**config.mk**
```make
export PLATFORM = sky130hd
export DESIGN_NAME = staged_mul32
export DESIGN_NICKNAME = d
export VERILOG_FILES = /design/src/rtl/smul_pkg.sv /design/src/rtl/mul_stage.sv /design/src/rtl/retire_pair.sv /design/src/rtl/staged_mul32.sv
export SDC_FILE = /design/constraint.sdc
export NUM_CORES = 1
export LEC_CHECK = 0
export ABC_AREA = 1
export ABC_CLOCK_PERIOD_IN_PS = 19000
export BUFFER_PORTS_ARGS = -buffer_cell sky130_fd_sc_hd__clkbuf_2
export CAP_MARGIN = 20
export CORE_MARGIN = 4
export CORE_UTILIZATION = 70
export DETAILED_ROUTE_END_ITERATION = 10
export MAX_ROUTING_LAYER = met4
export PLACE_DENSITY = 0.84
export SETUP_SLACK_MARGIN = 0.15
export SLEW_MARGIN = 10
export SYNTH_ARGS = -nofsm -noshare
export SYNTH_HDL_FRONTEND = slang
export SYNTH_SLANG_ARGS = --single-unit
```
**constraint.sdc**
```tcl
create_clock -name clk -period 19 [get_ports clk]
set_input_delay 2.85 -clock clk [delete_from_list [all_inputs] [get_ports clk]]
set_output_delay 2.85 -clock clk [all_outputs]
set_load 0.01 [all_outputs]
```
**src/rtl/smul_pkg.sv**
```systemverilog
package smul_pkg;
  localparam int MW  = 32;
  localparam int SL  = 8;
  localparam int NST = MW / SL;

  typedef logic [MW-1:0] word_t;

  // Sum of the shifted multiplicand for the multiplier bits of lane k
  function automatic word_t pp_slice(input word_t a, input word_t b, input int k);
    word_t acc;
    acc = '0;
    for (int j = 0; j < SL; j++) begin
      if (b[k*SL + j]) acc = acc + (a << (k*SL + j));
    end
    return acc;
  endfunction

  // Low half of the full unsigned product
  function automatic word_t lo_product(input word_t a, input word_t b);
    logic [2*MW-1:0] full;
    full = {{MW{1'b0}}, a} * {{MW{1'b0}}, b};
    return full[MW-1:0];
  endfunction

  // Keep multiplier bits 0 .. SL*(k+1)-1
  function automatic word_t mask_low(input word_t b, input int k);
    word_t m;
    int n;
    n = (k + 1) * SL;
    if (n >= MW) m = '1;
    else         m = ~({MW{1'b1}} << n);
    return b & m;
  endfunction
endpackage

```
**src/rtl/mul_stage.sv**
```systemverilog
module mul_stage
  import smul_pkg::*;
#(
  parameter int K = 0
) (
  input  logic  clk,
  input  logic  rst,
  input  logic  v_i,
  input  word_t a_i,
  input  word_t b_i,
  input  word_t s_i,
  output logic  v_o,
  output word_t a_o,
  output word_t b_o,
  output word_t s_o
);
  word_t lane_sum;
  word_t next_sum;

  assign lane_sum = pp_slice(a_i, b_i, K);
  assign next_sum = s_i + lane_sum;

  always_ff @(posedge clk) begin
    if (rst) v_o <= 1'b0;
    else     v_o <= v_i;
    if (v_i) begin
      a_o <= a_i;
      b_o <= b_i;
      s_o <= next_sum;
    end
  end

  AST_STAGE_SUM: assert property (@(posedge clk) disable iff (rst)
    v_o |-> s_o == lo_product(a_o, mask_low(b_o, K)));
endmodule

```
**src/rtl/retire_pair.sv**
```systemverilog
module retire_pair
  import smul_pkg::*;
#(
  parameter int DST_W = 6
) (
  input  logic             v_i,
  input  word_t            d_i,
  input  logic [DST_W-1:0] dst_i,
  output logic             res_valid,
  output word_t            res_data,
  output logic [DST_W-1:0] res_dst
);
  assign res_valid = v_i;
  assign res_data  = d_i;
  assign res_dst   = v_i ? dst_i : '0;
endmodule

```
**src/rtl/staged_mul32.sv**
```systemverilog
module staged_mul32
  import smul_pkg::*;
#(
  parameter int DST_W = 6
) (
  input  logic             clk,
  input  logic             rst,
  input  logic             in_valid,
  input  logic [MW-1:0]    in_a,
  input  logic [MW-1:0]    in_b,
  input  logic [DST_W-1:0] ret_dst,
  output logic             res_valid,
  output logic [MW-1:0]    res_data,
  output logic [DST_W-1:0] res_dst
);
  localparam int LAST = NST - 1;

  logic  v_d [NST];
  word_t a_d [NST];
  word_t b_d [NST];
  word_t s_d [NST];
  logic  v_q [NST];
  word_t a_q [NST];
  word_t b_q [NST];
  word_t s_q [NST];

  for (genvar k = 0; k < NST; k++) begin : g_st
    if (k == 0) begin : g_head
      assign v_d[k] = in_valid;
      assign a_d[k] = in_a;
      assign b_d[k] = in_b;
      assign s_d[k] = '0;
    end else begin : g_body
      assign v_d[k] = v_q[k-1];
      assign a_d[k] = a_q[k-1];
      assign b_d[k] = b_q[k-1];
      assign s_d[k] = s_q[k-1];
    end
    mul_stage #(.K(k)) u_st (
      .clk(clk), .rst(rst),
      .v_i(v_d[k]), .a_i(a_d[k]), .b_i(b_d[k]), .s_i(s_d[k]),
      .v_o(v_q[k]), .a_o(a_q[k]), .b_o(b_q[k]), .s_o(s_q[k])
    );
  end

  retire_pair #(.DST_W(DST_W)) u_ret (
    .v_i(v_q[LAST]), .d_i(s_q[LAST]), .dst_i(ret_dst),
    .res_valid(res_valid), .res_data(res_data), .res_dst(res_dst)
  );

  AST_RESET_CLEAR: assert property (@(posedge clk) disable iff (rst)
    $past(rst) |-> !res_valid);
  AST_LATENCY: assert property (@(posedge clk) disable iff (rst)
    res_valid |-> $past(in_valid, NST));
  AST_PRODUCT: assert property (@(posedge clk) disable iff (rst)
    res_valid |-> res_data == lo_product($past(in_a, NST), $past(in_b, NST)));
  AST_TAIL_OPS: assert property (@(posedge clk) disable iff (rst)
    res_valid |-> res_data == lo_product(a_q[LAST], b_q[LAST]));
endmodule

```
==> out/metrics.csv <==
metric;value;unit
status;completed;
rows;82;
worst_slew_pin_slew;1010;ps
ys_warn_count;0;
final_cell_mix;nand2_1 (1514), inv_1 (651), nand3_1 (489), ha_1 (489), a21oi_1 (452);
ant_nets;0;
grt_util_met1;47.6;%
wl_per_cell;18.1;um
cpPeakStageDelay;460;ps
dp_hpwl;89400;um
min_path_type;reg -> reg;
die-width;235;um
synth_nets;6068;
use_met2;65.7;%
cts_tree;yes;
power.density;150;mW/mm^2
worstPathArrival;14640;ps
track_usage;40.2;%
slowest_stage;fa_1;
layout_commonest_cell;nand2_1;
fin_crit_sh;75.4;%
grt_pass1_wl;179000;um
io_pins;112;
drive_above_1_share;5.15;%
setup_viol;0;
cts_resized;0;
finalWirelength;113000;um
leakagePower;19.7;nW
cts_root_buf;clkbuf_16;
maxCapViolations;0;
antenna_found_initial;1;
worstSetupEndpointType;flop;
synth_edf_count;224;
overflow;0;
start_kind;primary input;
rsz0062_at_grt;false;
gp_congestion;1.05;
place.port_buffers;111;
utilization;75.4;%
drcViolationCount;0;
syn_area;0.0361;sq mm
post-cts-setup-buffer-count;0;
clk_pin_slew_worst_paths;60;ps
dr.pass1.iters;6;
vias;38200;
timing.fmax;0.0698;GHz
cpMostUsedCell;nand2_1;
cts_sinks;228;
worst_slack;4680;ps
ir_worst_vdd;0.112;mV
core;0.0506;sq mm
fin_area;0.0382;sq mm
drt-vias-per-instance;6.12;
drt-initial-drc-count;3721;
postSynthCellCount;5477;
grt_max_degree;66;
start_util;71.4;%
async_flop_share;0;%
clk_latency;580;ps
cts_buffer_depth;3;
nets;6144;
ys.flop_type;edfxtp_1;
period_minus_slack;14320;ps
syn-mean-instance-area;6.59;sq um
ys_ff_latch;228;
crit_type;in -> reg;
slew_violations;0;
setup_tns;0;ps
relSlewSlack;32.7;%
ctsHoldBuffers;0;
grt_pass1_vias;35900;
htreeDepth;1;
cp_data_required_time;19320;ps
synth_cell_type_count;53;
grt.busiest_layer;met2;
grt_use_met3;4.48;%
numCtsBuffers;24;
area.growth.synth_to_final;5.71;%
hold_viol;0;
ys_seq_area_share;18.9;%
fill_cells;4152;
placedInstanceArea;0.0373;sq mm
worst-path-max-fanout;33;
dpl_worst_slack;4220;ps
fp.dieH;235;um
skew;31.7;ps
dieArea;0.0553;sq mm
## layer usage
| layer | wire length, um | vias to the layer above | part of all wire [%] |
|---|---|---|---|
| met4 | 8880 | 0 | 7.8 |
| met5 | 0 | - | 0 |
| met1 | 43700 | 17100 | 39 |
| met2 | 51300 | 1894 | 45 |
| met3 | 9320 | 556 | 8.2 |
| li1 | - | 18600 | - |
## synthesized netlist by cell type, types with 54 or more instances
master	n	area share, %
xnor2_1	86	2.1
or2_2	89	1.5
nor2_1	296	3.1
ha_1	489	17
a21oi_1	452	6.3
o21ai_0	298	4.1
inv_1	651	6.8
nand2_1	1514	16
edfxtp_1	224	19
xor2_1	186	4.5
o21ai_1	54	0.75
o21bai_1	55	1.1
nand3_1	489	6.8
nor3_1	66	0.91
and2_1	90	1.6
## sequential cells by signal, summed over array words and instances (netlist names)
name,cells
g_st.u_st.b_o,48
g_st.u_st.a_o,48
g_st.u_st.v_o,4
g_st.u_st.s_o,128
## stage by stage
stage | power [mW] | cells | hold slack, ps
after detailed placement | 5.05 | 6199 | 405
after global placement | 4.91 | 6199 | 400
after floorplan | 4.08 | 5477 | 400
after CTS | 5.61 | 6242 | 421
after global routing | 6.25 | 6243 | 426
final | 5.73 | 6243 | 420
## layout make-up
cell class	count	area [sq um]	share of cell area, %
Multi-Input combinational cell	4505	26500	69.4
Sequential cell	228	6810	17.8
Inverter	662	2480	6.51
Tap cell	672	841	2.20
Timing Repair Buffer	132	716	1.88
Clock buffer	27	612	1.60
Clock inverter	16	201	0.528
Antenna cell	1	2.50	0.00656
## cell families (layout without fill, tap and decap cells)
group           count (synthesis)  count (layout)  share of synthesized area (%)
compound gates               1063            1063                           16.6
xor+xnor                      272             272                           6.60
fa+ha+maj                     518             518                           18.6
buf+inv                       744             837                           7.76
flops                         228             228                           18.9
mux                             3               3                         0.0832
other cells                     0               1                              0
simple gates                 2649            2649                           31.5
## power by group
part           switching, mW  internal [mW]
Combinational           2.78           1.63
Clock                  0.218          0.287
Sequential            0.0779          0.734
Total                   3.08           2.66
## path summary, 6_finish.rpt
| check | end | from | cells past startpoint | slack (ps) |
|---|---|---|---|---|
| setup / recovery | g_st[0].u_st.s_o[31]$_DFFE_PP_ | in_b[0] | 69 | 4680 |
| hold / removal | g_st[3].u_st.s_o[11]$_DFFE_PP_ | g_st[2].u_st.s_o[11]$_DFFE_PP_ | 0 | 420 |
| setup reg to reg | g_st[1].u_st.s_o[31]$_DFFE_PP_ | g_st[0].u_st.a_o[6]$_DFFE_PP_ | 70 | 5900 |
| hold reg to reg | g_st[3].u_st.s_o[11]$_DFFE_PP_ | g_st[2].u_st.s_o[11]$_DFFE_PP_ | 0 | 420 |
## worst max-delay path, delay by kind of cell
kind	cells	cell delay, ps
buf+inv	7	790
fa+ha+maj	8	2680
compound gates	21	3600
xor+xnor	6	900
simple gates	27	3800
No activity file was read; power rests on OpenSTA's default activity.
